$ cat src/rtl/acc_alu_pkg.sv
package acc_alu_pkg;

  typedef enum logic [3:0] {
    OP_ADD  = 4'd0,
    OP_ADDC = 4'd1,
    OP_OR   = 4'd2,
    OP_AND  = 4'd3,
    OP_XOR  = 4'd4,
    OP_INC  = 4'd5,
    OP_DEC  = 4'd6,
    OP_CLR  = 4'd7,
    OP_CPL  = 4'd8,
    OP_SWAP = 4'd9,
    OP_RR   = 4'd10,
    OP_RRC  = 4'd11,
    OP_RL   = 4'd12,
    OP_RLC  = 4'd13,
    OP_DADJ = 4'd14,
    OP_MOV  = 4'd15
  } alu_op_e;

endpackage

$ cat src/rtl/acc_alu_add.sv
// Binary adder split at the half-word so the half-carry is a real carry.
module acc_alu_add #(
  parameter int DW = 8
) (
  input  logic [DW-1:0] a,
  input  logic [DW-1:0] b,
  input  logic          cin,
  output logic [DW-1:0] sum,
  output logic          c_full,
  output logic          c_half
);
  localparam int NW = DW / 2;

  logic [NW-1:0]    lo;
  logic [DW-NW-1:0] hi;

  always_comb begin
    {c_half, lo} = {1'b0, a[NW-1:0]} + {1'b0, b[NW-1:0]} + {{NW{1'b0}}, cin};
    {c_full, hi} = {1'b0, a[DW-1:NW]} + {1'b0, b[DW-1:NW]} + {{(DW-NW){1'b0}}, c_half};
    sum = {hi, lo};
  end
endmodule

$ cat src/rtl/acc_alu_dadj.sv
// Two-step decimal correction; the upper digit is tested after the lower fix.
module acc_alu_dadj #(
  parameter int DW = 8
) (
  input  logic [DW-1:0] a,
  input  logic          c,
  input  logic          ac,
  output logic [DW-1:0] r,
  output logic          c_out
);
  localparam int NW = DW / 2;
  localparam logic [NW-1:0]      DIGIT_MAX = NW'(9);
  localparam logic [DW:0]        LO_FIX    = (DW+1)'(6);
  localparam logic [DW:0]        HI_FIX    = (DW+1)'(6) << NW;

  logic [DW-1:0] mid;
  logic          k_lo, k_hi;
  logic          fix_lo, fix_hi;

  always_comb begin
    fix_lo      = (a[NW-1:0] > DIGIT_MAX) || ac;
    {k_lo, mid} = {1'b0, a} + (fix_lo ? LO_FIX : '0);
    fix_hi      = (mid[DW-1:NW] > DIGIT_MAX) || c;
    {k_hi, r}   = {1'b0, mid} + (fix_hi ? HI_FIX : '0);
    c_out       = c | k_lo | k_hi;
  end
endmodule

$ cat src/rtl/acc_alu_rot.sv
// Rotates, rotates through carry, and half swap.
module acc_alu_rot
  import acc_alu_pkg::*;
#(
  parameter int DW = 8
) (
  input  alu_op_e       mode,
  input  logic [DW-1:0] a,
  input  logic          c,
  output logic [DW-1:0] r,
  output logic          c_out
);
  localparam int NW = DW / 2;

  logic [DW-1:0] swapped;

  for (genvar i = 0; i < NW; i++) begin : g_swap
    assign swapped[i]      = a[i+NW];
    assign swapped[i+NW]   = a[i];
  end

  always_comb begin
    r     = a;
    c_out = c;
    unique case (mode)
      OP_SWAP: r = swapped;
      OP_RR:   r = {a[0], a[DW-1:1]};
      OP_RL:   r = {a[DW-2:0], a[DW-1]};
      OP_RRC: begin
        r     = {c, a[DW-1:1]};
        c_out = a[0];
      end
      OP_RLC: begin
        r     = {a[DW-2:0], c};
        c_out = a[DW-1];
      end
      default: ;
    endcase
  end
endmodule

$ cat src/rtl/acc_alu.sv
module acc_alu
  import acc_alu_pkg::*;
#(
  parameter int DW = 8
) (
  input  logic          clk,
  input  logic          rst_n,
  input  logic          in_valid,
  output logic          in_ready,
  input  logic [3:0]    op,
  input  logic [DW-1:0] operand,
  input  logic [DW-1:0] acc_in,
  input  logic          c_in,
  input  logic          ac_in,
  output logic          out_valid,
  input  logic          out_ready,
  output logic [DW-1:0] acc_q,
  output logic          c_q,
  output logic          ac_q
);
  localparam logic [DW-1:0] ONE = DW'(1);

  alu_op_e       op_e;
  logic          fire;
  logic [DW-1:0] add_sum, da_r, rot_r;
  logic          add_c, add_h, da_c, rot_c;
  logic [DW-1:0] nxt_acc;
  logic          nxt_c, nxt_ac;

  assign op_e     = alu_op_e'(op);
  assign in_ready = !out_valid || out_ready;
  assign fire     = in_valid && in_ready;

  acc_alu_add #(.DW(DW)) u_add (
    .a      (acc_in),
    .b      (operand),
    .cin    ((op_e == OP_ADDC) && c_in),
    .sum    (add_sum),
    .c_full (add_c),
    .c_half (add_h)
  );

  acc_alu_dadj #(.DW(DW)) u_dadj (
    .a     (acc_in),
    .c     (c_in),
    .ac    (ac_in),
    .r     (da_r),
    .c_out (da_c)
  );

  acc_alu_rot #(.DW(DW)) u_rot (
    .mode  (op_e),
    .a     (acc_in),
    .c     (c_in),
    .r     (rot_r),
    .c_out (rot_c)
  );

  always_comb begin
    nxt_acc = acc_in;
    nxt_c   = c_in;
    nxt_ac  = ac_in;
    unique case (op_e)
      OP_ADD, OP_ADDC: begin
        nxt_acc = add_sum;
        nxt_c   = add_c;
        nxt_ac  = add_h;
      end
      OP_OR:   nxt_acc = acc_in | operand;
      OP_AND:  nxt_acc = acc_in & operand;
      OP_XOR:  nxt_acc = acc_in ^ operand;
      OP_INC:  nxt_acc = acc_in + ONE;
      OP_DEC:  nxt_acc = acc_in - ONE;
      OP_CLR:  nxt_acc = '0;
      OP_CPL:  nxt_acc = ~acc_in;
      OP_MOV:  nxt_acc = operand;
      OP_SWAP, OP_RR, OP_RL, OP_RRC, OP_RLC: begin
        nxt_acc = rot_r;
        nxt_c   = rot_c;
      end
      OP_DADJ: begin
        nxt_acc = da_r;
        nxt_c   = da_c;
      end
      default: ;
    endcase
  end

  always_ff @(posedge clk or negedge rst_n) begin
    if (!rst_n) begin
      out_valid <= 1'b0;
      acc_q     <= '0;
      c_q       <= 1'b0;
      ac_q      <= 1'b0;
    end else if (fire) begin
      out_valid <= 1'b1;
      acc_q     <= nxt_acc;
      c_q       <= nxt_c;
      ac_q      <= nxt_ac;
    end else if (out_ready) begin
      out_valid <= 1'b0;
    end
  end
endmodule

$ cat config.mk
export PLATFORM = sky130hd
export DESIGN_NAME = acc_alu
export DESIGN_NICKNAME = d
export VERILOG_FILES = /design/src/rtl/acc_alu_pkg.sv /design/src/rtl/acc_alu_add.sv /design/src/rtl/acc_alu_dadj.sv /design/src/rtl/acc_alu_rot.sv /design/src/rtl/acc_alu.sv
export SDC_FILE = /design/constraint.sdc
export NUM_CORES = 1
export LEC_CHECK = 0
export ABC_AREA = 0
export BUFFER_PORTS_ARGS = -buffer_cell sky130_fd_sc_hd__buf_2
export CAP_MARGIN = 20
export CORE_MARGIN = 2
export CORE_UTILIZATION = 54
export CTS_BUF_LIST = sky130_fd_sc_hd__clkbuf_8
export DETAILED_ROUTE_END_ITERATION = 10
export HOLD_SLACK_MARGIN = 0.03
export PLACE_DENSITY = 0.79
export SLEW_MARGIN = 20
export SYNTH_ARGS = -nofsm -noshare
export SYNTH_HDL_FRONTEND = slang
export SYNTH_SLANG_ARGS = --single-unit
export TNS_END_PERCENT = 30
$ cat constraint.sdc
create_clock -name clk -period 1.5 [get_ports clk]
set_input_delay 0.225 -clock clk [delete_from_list [all_inputs] [get_ports clk]]
set_output_delay 0.225 -clock clk [all_outputs]
set_load 0.01 [all_outputs]
==> results.sh, run 1 <==
export IMPL_synthFlopType="dfrtp_1"
export IMPL_arrival_ns=3.07
export IMPL_cts_made_buffers=3
export IMPL_nNetsFinal=502
export IMPL_n_antenna_cell=0
export IMPL_power_leakage_uw=0.00169
export IMPL_grt_remaining_overflow=0
export IMPL_async_reset_ff_share_pct=100
export IMPL_ys_types=56
export IMPL_timing_fmax_mhz=341
export IMPL_rr_endpoint="acc_q[7]"
export IMPL_hold_class="input port to flop"
export IMPL_setup_viol=10
export IMPL_first_pass_iters=6
export IMPL_irDropWorstVdd_v=0.000332
export IMPL_ys_ff_latch=11
export IMPL_drive_above_1_share_pct=39.7
export IMPL_gp_congestion=0.988
export IMPL_finalMaxSlewViolations=0
export IMPL_drc=0
export IMPL_slew_headroom_pct=63.7
export IMPL_r2r_setup_slack_ns=-0.02
export IMPL_endpoint_kind="flop"
export IMPL_vias=3310
export IMPL_synth_edf_count=0
export IMPL_crit_type="input port to flop"
export IMPL_avgSynthCellArea_um2=7.36
export IMPL_die_y_um=70.9
export IMPL_grt_pass1_wl_mm=15.8
export IMPL_dp_hpwl_mm=6.85
export IMPL_wl_mm=10.4
export IMPL_cts_root_buf="clkbuf_8"
export IMPL_ys_warn_count=0
export IMPL_cellPowerDensity_nw_per_um2=534
export IMPL_antenna_found_initial=0
export IMPL_grtUsageTotal_pct=39.5
export IMPL_mostFrequentLayoutCell="buf_4"
export IMPL_cts_max_level=1
export IMPL_clkLatencyLatePin_ns=0.25
export IMPL_ios=38
export IMPL_hp_start="in_valid"
export IMPL_rows=24
export IMPL_syn_area_um2=2410
export IMPL_worst_pin_slew_ns=0.543
export IMPL_syn_nets=386
export IMPL_r2r_start="out_valid"
export IMPL_crit_fanout=2
export IMPL_synth_seq_area_share_pct=11.4
export IMPL_startpoint_type="input port"
export IMPL_violations="negative setup slack"
export IMPL_hold_viol_final=0
export IMPL_clkSinkCount=11
export IMPL_die_area_um2=5020
export IMPL_period_share_pct=196
export IMPL_final_cell_mix="buf_4, buf_2, a21oi_1"
export IMPL_hold_slack_ns=0.192
export IMPL_drtIter0Drc=483
export IMPL_grt_max_degree=43
export IMPL_port_buffers=37
export IMPL_syn_inst=328
export IMPL_core_area_um2=4320
export IMPL_clockBufferDepth=2
export IMPL_start_util_pct=55.8
export IMPL_fin_crit_ns=2.93
export IMPL_status="finished, violations left"
export IMPL_area_delta_synth_final_pct=48.1
export IMPL_grt_pass1_vias=3174
export IMPL_r2r_cells=6
export IMPL_grt_setup_unrepaired="true"
export IMPL_cap_viol_max_count=0
export IMPL_whs_endpoint="out_valid"
export IMPL_p_total_uw=1910
export IMPL_cts_tree="yes"
export IMPL_antenna_left=0
export IMPL_whs_path_depth=2
export IMPL_skew_ns=0.00189
export IMPL_post_drt_wl_per_cell_um=21.1
export IMPL_setup_tns_ns=-8.88
export IMPL_clk_pin_slew_ns=0.06
export IMPL_worstPathRequired_ns=1.63
export IMPL_fin_ws_ns=-1.43
export IMPL_die_x_um=70.9
export IMPL_vias_per_cell=6.69
synthesized netlist by cell type (4+ instances only):
cell      number  area, um^2
o22ai_1        6        37.5
a21oi_1       32         160
nor2b_1        7        43.8
dfrtp_1       11         275
and3_1         4        25.0
buf_2         11        55.1
nand2b_1       9        56.3
fa_1           6         120
ha_1          26         325
nor2_1        23        86.3
inv_1         22        82.6
xnor2_1       12         105
o22a_1         4        35.0
clkbuf_1       7        26.3
nand2_1       24        90.1
a31oi_1        4        25.0
a211oi_1       8        60.1
xor2_1         5        43.8
nand3_1        8        40.0
a21o_1         8        60.1
nor3_1         9        45.0
o21ai_0       21         105
power breakdown:
part           internal (uW)  switching [uW]  total, uW  leakage, uW
logic                    566             652       1220      0.00153
registers                348            30.4        378     0.000130
clock network            181             131        313    0.0000269
total                   1100             814       1910      0.00169
worst max-delay path, stage by stage:
cell and delay [ns]:
buf_8 0.10, inv_4 0.05, nor2_4 0.04, nand3_2 0.07, fa_2 0.19, inv_2 0.05, fa_2 0.33, a21o_1 0.17
a21o_1 0.23, fa_2 0.39, a21o_1 0.21, a21oi_2 0.16, xnor2_1 0.11, a221oi_2 0.29, nand2_1 0.10, o32a_1 0.35
state kept, by name, indices dropped and copies added, names as in the netlist:
register,count
ac_q,1
acc_q,8
c_q,1
out_valid,1
through the flow:
step	cell area, um^2	instances	utilization [%]	setup WS, ns
floorplan	2500	328	-	-1.46
global placement	3260	483	75.4	-1.61
detailed placement	3260	483	75.4	-1.72
CTS	3480	492	80.6	-1.34
global route	3580	495	82.7	-1.52
finish	3580	495	82.7	-1.43
worst max path at each step:
stage / start / endpoint / slack [ns] / cells past startpoint
2_1_floorplan: acc_in[3] / acc_q[7] / -1.46 / 17
3_3_place_gp: op[0] / acc_q[7] / -1.61 / 16
3_5_place_dp: acc_in[1] / acc_q[6] / -1.72 / 16
4_1_cts: op[0] / acc_q[7] / -1.34 / 16
5_1_grt: acc_in[1] / acc_q[7] / -1.52 / 17
6_report: op[0] / acc_q[7] / -1.43 / 16
final cells by class:
type / count / area, um^2
multi-input cells: 270 / 2120
repair buffers: 135 / 981
fillers: 262 / 747
flip-flops and latches: 11 / 275
inverters: 23 / 93.8
well taps: 52 / 65.1
clock buffers: 3 / 41.3
clock inverters: 1 / 3.75
what timing repair did:
action	CTS	global route
setup endpoints to repair	10	10
hold buffers	1	0
hold endpoints to repair	11	0
resized for setup	30	13
pin swaps	14	16
setup buffers	4	3
cells by family (layout without fill, tap and decap cells):
logic type	count (synthesis)	count (layout)	share of synthesized area, %
buf+inv	47	162	9.38
mux	4	4	1.71
xor+xnor	17	17	6.17
simple gates	102	102	21.6
fa+ha+maj	32	32	18.4
flops	11	11	11.4
compound gates	115	115	31.3
metal layers:
layer	GRT usage (%)	share of wire, %	vias up
li1	-	-	1433
met5	0	0	-
met3	9.12	12	103
met4	19.3	8.6	0
met2	66.5	46	272
met1	47.4	33	1502
Note: power is estimated with default switching activity, not from simulation.
==> run 2, diff against run 1 <==
==> constraint.sdc (replaced) <==
create_clock -name clk -period 1.5 [get_ports clk]
set_input_delay 0.15 -clock clk [delete_from_list [all_inputs] [get_ports clk]]
set_output_delay 0.15 -clock clk [all_outputs]
set_load 0.01 [all_outputs]
==> run 2 against run 1 <==
Net effect: core utilization increased by 2.5 points; wire length rose by 3.5%; the flow still finishes with violations (negative setup slack); sequential share of layout area down 0.22 points; sequential cell count did not move; critical path depth is the same; combinational power grew 3%; clock-buffer cell count unchanged; sequential power hardly changed; critical path type unchanged; die area unchanged; first-iteration DRC count increased by 36%; fmax increased by 2.6%; setup slack improved by 0.073 ns; critical endpoint unchanged.
==> results.sh, run 2 (same netlist as run 1, synthesis figures left out) <==
export IMPL_status="finished, violations left"
export IMPL_violations="negative setup slack"
export IMPL_drc=0
export IMPL_clockBufferDepth=2
export IMPL_hold_viol_final=0
export IMPL_fin_crit_ns=2.86
export IMPL_antenna_found_initial=0
export IMPL_die_y_um=70.9
export IMPL_clkLatencyLatePin_ns=0.25
export IMPL_vias=3401
export IMPL_multiInputGateArea_um2=2190
export IMPL_crit_fanout=2
export IMPL_drive_above_1_share_pct=43.5
export IMPL_port_buffers=37
export IMPL_hold_slack_ns=0.116
export IMPL_fin_ws_ns=-1.36
export IMPL_setup_viol=10
export IMPL_final_cell_area_um2=3680
export IMPL_cellPowerDensity_nw_per_um2=530
export IMPL_rows=24
export IMPL_drt_met1_wl_mm=3.75
export IMPL_top_layer="met4"
export IMPL_grt_remaining_overflow=0
export IMPL_cts_made_buffers=3
export IMPL_antenna_left=0
export IMPL_gp_congestion=1.03
export IMPL_crit_type="input port to flop"
export IMPL_startpoint_type="input port"
export IMPL_area_delta_synth_final_pct=52.6
export IMPL_worst_pin_slew_ns=0.559
export IMPL_grt_pass1_wl_mm=15.1
export IMPL_skew_ns=0.00649
export IMPL_dpl_worst_slack_ns=-1.54
export IMPL_power_leakage_uw=0.00172
export IMPL_dr_wl_met3_mm=1.23
export IMPL_period_share_pct=191
export IMPL_cts_root_buf="clkbuf_8"
export IMPL_regMostFlops="acc_q"
export IMPL_ios=38
export IMPL_post_drt_wl_per_cell_um=21.8
export IMPL_grtUsageTotal_pct=37.9
export IMPL_cp_cell_sequence="buf_8 -> inv_4 -> nor2_4 -> nand3_2 -> fa_2 -> inv_2 -> fa_2 -> a21o_1 -> a21o_1 -> fa_2 -> a21o_1 -> a21oi_2 -> xnor2_1 -> a221oi_2 -> nand2_1 -> o32a_1"
export IMPL_cts_max_level=1
export IMPL_cpPeakStageDelay_ns=0.39
export IMPL_die_area_um2=5020
export IMPL_grt_setup_unrepaired="true"
export IMPL_vias_per_cell=6.86
export IMPL_seq_area_um2=275
export IMPL_slew_headroom_pct=62.2
export IMPL_fillers=238
export IMPL_final_cell_mix="buf_4, buf_2, a21oi_1"
export IMPL_timing_fmax_mhz=350
export IMPL_clk_pin_slew_ns=0.06
export IMPL_p_total_uw=1950
export IMPL_finalMaxSlewViolations=0
export IMPL_cp_slowest_cell="fa_2"
export IMPL_grt_max_degree=43
export IMPL_nNetsFinal=503
export IMPL_first_pass_iters=6
export IMPL_cts_tree="yes"
export IMPL_irDropWorstVdd_v=0.000304
export IMPL_mostFrequentLayoutCell="buf_4"
export IMPL_wl_mm=10.8
export IMPL_start_util_pct=55.8
export IMPL_largest_reg_flops=8
export IMPL_drtIter0Drc=657
export IMPL_core_area_um2=4320
export IMPL_endpoint_kind="flop"
export IMPL_place_area_um2=3260
export IMPL_clkSinkCount=11
export IMPL_cap_viol_max_count=0
export IMPL_worstPathRequired_ns=1.63
export IMPL_arrival_ns=2.99
export IMPL_n_antenna_cell=0
export IMPL_grt_pass1_vias=3129
export IMPL_utilization_pct=85.2
export IMPL_dp_hpwl_mm=6.73
export IMPL_hold_class="input port to flop"
export IMPL_die_x_um=70.9
export IMPL_dr_wl_met2_mm=5.00
-- run 2: changes by cell type in the layout (fill, tap and decap cells not counted), sizes merged --
cell	delta
buf	+1
-- run 2: path summary, 6_finish.rpt --
kind	startpoint	depth (start not counted)	to	slack, ns
min in group asynchronous	rst_n	2	acc_q[7]	0.34
worst min-delay path	in_valid	2	out_valid	0.12
worst max register to register	out_valid	6	acc_q[7]	0.02
max in group asynchronous	rst_n	2	ac_q	0.92
worst max-delay path	op[0]	16	acc_q[7]	-1.36
worst min register to register	acc_q[2]	1	acc_q[2]	0.47
-- run 2: power by group --
group	switching, uW	total [uW]	internal (uW)
registers	29.7	378	348
logic	674	1260	588
clock network	132	313	181
-- run 2: worst max-delay path: cells and delay by family --
kind	cells	cell delay, ns
AOI/OAI and AO/OA	6	1.36
adders and majority gates	3	0.92
and+or+nand+nor	3	0.21
buffers and inverters	3	0.20
xor gates and xnor gates	1	0.13
-- run 2: per-layer routing --
metal | up-vias | track usage, %
met3 | 102 | 5.13
met2 | 307 | 63.0
met5 | - | 0
met1 | 1555 | 47.2
li1 | 1437 | -
met4 | 0 | 21.0
-- run 2: cell type report --
type | count | share of cell area [%]
Clock buffer | 3 | 1.12
Sequential cell | 11 | 7.47
Clock inverter | 1 | 0.102
Multi-Input combinational cell | 270 | 59.6
Tap cell | 52 | 1.77
Timing Repair Buffer | 136 | 27.4
Inverter | 23 | 2.55
-- run 2: what timing repair did --
action                                 in CTS  in global routing
cloned                                      0                  0
setup endpoints to repair                  10                 10
hold buffers                                1                  0
buffers inserted                            7                  3
pin swaps                                  24                 21
gates resized for setup                    38                 31
endpoints found under the hold margin      11                  0
-- run 2: per-stage QoR --
step,setup TNS [ns],cells
6_report,-6.87,496
5_1_grt,-7.53,496
4_1_cts,-6.18,495
3_5_place_dp,-10.65,483
3_3_place_gp,-10.31,483
2_1_floorplan,-7.27,328
==> run 3, diff against run 2 <==
- CORE_UTILIZATION: 54 -> 57
- clock period: 1.5 -> 3 ns (I/O delays scaled with it)
==> run 3 against run 2 <==
Net effect: the run now ends clean; clock skew is 0.00056 ns higher; sequential power is 51% lower; die area is 5.0% lower; final area is 18% lower; sequential cell count stayed put; setup slack better by 1.4 ns; sequential share of layout area is 1.7 points higher; critical path depth is 1 higher; wire length is 27% lower; clock power is 53% lower; critical path type unchanged.
==> results.sh, run 3 (same netlist as run 1, synthesis figures left out) <==
export IMPL_status="completed"
export IMPL_cpPeakStageDelay_ns=0.42
export IMPL_utilization_pct=74.6
export IMPL_power_leakage_uw=0.00140
export IMPL_drtIter0Drc=212
export IMPL_cts_made_buffers=3
export IMPL_cp_cell_sequence="buf_6 -> o21ai_2 -> nand2b_1 -> ha_2 -> inv_2 -> fa_2 -> nand3b_1 -> xnor2_2 -> o21ai_1 -> nand2_1 -> ha_2 -> ha_4 -> or4_4 -> a21oi_2 -> o31ai_1 -> a21oi_1 -> o32a_1"
export IMPL_grtUsageTotal_pct=33.0
export IMPL_r2r_cells=6
export IMPL_grt_setup_unrepaired="true"
export IMPL_crit_type="input port to flop"
export IMPL_cts_root_buf="clkbuf_8"
export IMPL_cp_top_family="adder cells"
export IMPL_setup_tns_ns=0
export IMPL_hold_viol_final=0
export IMPL_fin_crit_ns=2.97
export IMPL_finalMaxSlewViolations=0
export IMPL_cap_viol_max_count=0
export IMPL_area_delta_synth_final_pct=24.4
export IMPL_vias=2799
export IMPL_hold_slack_ns=0.318
export IMPL_grt_max_degree=43
export IMPL_post_drt_wl_per_cell_um=18.0
export IMPL_multiInputGateArea_um2=1990
export IMPL_worst_pin_slew_ns=0.578
export IMPL_fin_ws_ns=0.0280
export IMPL_timing_fmax_mhz=336
export IMPL_setup_viol=0
export IMPL_die_x_um=69.1
export IMPL_clkLatencyLatePin_ns=0.24
export IMPL_die_area_um2=4770
export IMPL_grt_pass1_wl_mm=13.0
export IMPL_first_pass_iters=5
export IMPL_clk_pin_slew_ns=0.05
export IMPL_n_antenna_cell=0
export IMPL_drc=0
export IMPL_final_cell_area_um2=3000
export IMPL_dp_hpwl_mm=5.93
export IMPL_vias_per_cell=6.36
export IMPL_die_y_um=69.1
export IMPL_dpl_worst_slack_ns=-0.320
export IMPL_cts_tree="yes"
export IMPL_fillers=328
export IMPL_endpoint_kind="flop"
export IMPL_startpoint_type="input port"
export IMPL_rows=23
export IMPL_wl_mm=7.93
export IMPL_drive_above_1_share_pct=26.7
export IMPL_ios=38
export IMPL_antenna_found_initial=0
export IMPL_clkSinkCount=11
export IMPL_gp_congestion=0.985
export IMPL_worst_path_buf_inv=2
export IMPL_final_cell_mix="buf_4, buf_2, a21oi_1"
export IMPL_core_area_um2=4030
export IMPL_place_area_um2=2880
export IMPL_start_util_pct=59.9
export IMPL_seq_area_um2=275
export IMPL_hold_class="input port to flop"
export IMPL_grt_pass1_vias=2694
export IMPL_nNetsFinal=449
export IMPL_clockBufferDepth=2
export IMPL_crit_fanout=4
export IMPL_largest_reg_flops=8
export IMPL_slew_headroom_pct=61.0
export IMPL_irDropWorstVdd_v=0.000159
export IMPL_skew_ns=0.00705
export IMPL_arrival_ns=3.15
export IMPL_path_depth=17
export IMPL_regMostFlops="acc_q"
export IMPL_cp_slowest_cell="or4_4"
export IMPL_mostFrequentLayoutCell="buf_4"
export IMPL_antenna_left=0
export IMPL_grt_remaining_overflow=0
export IMPL_port_buffers=37
export IMPL_crit_top_cell="ha_2"
export IMPL_whs_path_depth=2
export IMPL_period_share_pct=99.1
export IMPL_worstPathRequired_ns=3.17
export IMPL_cts_max_level=1
export IMPL_cellPowerDensity_nw_per_um2=270
-- run 3: changes by cell type in the layout (fill, tap and decap cells not counted), sizes merged --
cell,delta
buf,-54
-- run 3: final timing paths --
path / slack (ns) / endpoint / startpoint
max in group asynchronous: 2.33 / acc_q[5] / rst_n
worst max-delay path: 0.03 / acc_q[7] / acc_in[2]
worst min-delay path: 0.32 / out_valid / in_valid
worst min register to register: 0.48 / acc_q[2] / acc_q[2]
min in group asynchronous: 0.46 / acc_q[4] / rst_n
worst max register to register: 1.16 / acc_q[7] / out_valid
-- run 3: cell type report --
class / count / share of cell area (%)
multi-input cells: 270 / 66.1
repair buffers: 82 / 18.1
flip-flops and latches: 11 / 9.16
clock buffers: 3 / 1.37
well taps: 50 / 2.08
clock inverters: 1 / 0.125
inverters: 23 / 3.04
-- run 3: metrics by stage --
step | instances | power, uW
2_1_floorplan | 328 | 471
3_3_place_gp | 433 | 622
3_5_place_dp | 433 | 636
4_1_cts | 438 | 787
5_1_grt | 440 | 867
6_report | 440 | 810
-- run 3: layer usage --
metal	GRT usage, %	wire length, um	up-vias
met4	12.9	260	0
li1	-	-	1326
met3	4.39	656	28
met2	53.8	3800	150
met5	0	0	-
met1	44.2	3210	1295
-- run 3: report_power, final --
part / leakage [uW] / internal [uW] / total (uW) / switching (uW)
clock network: 0.0000269 / 90.0 / 148 / 57.8
registers: 0.000130 / 174 / 187 / 12.9
logic: 0.00124 / 214 / 475 / 262
-- run 3: timing repair --
action | CTS | global route
pin swaps | 0 | 12
setup endpoints to repair | 1 | 4
gates resized for setup | 3 | 10
cloned | 0 | 0
hold endpoints to repair | 11 | 0
buffers inserted | 0 | 2
hold buffers | 1 | 0
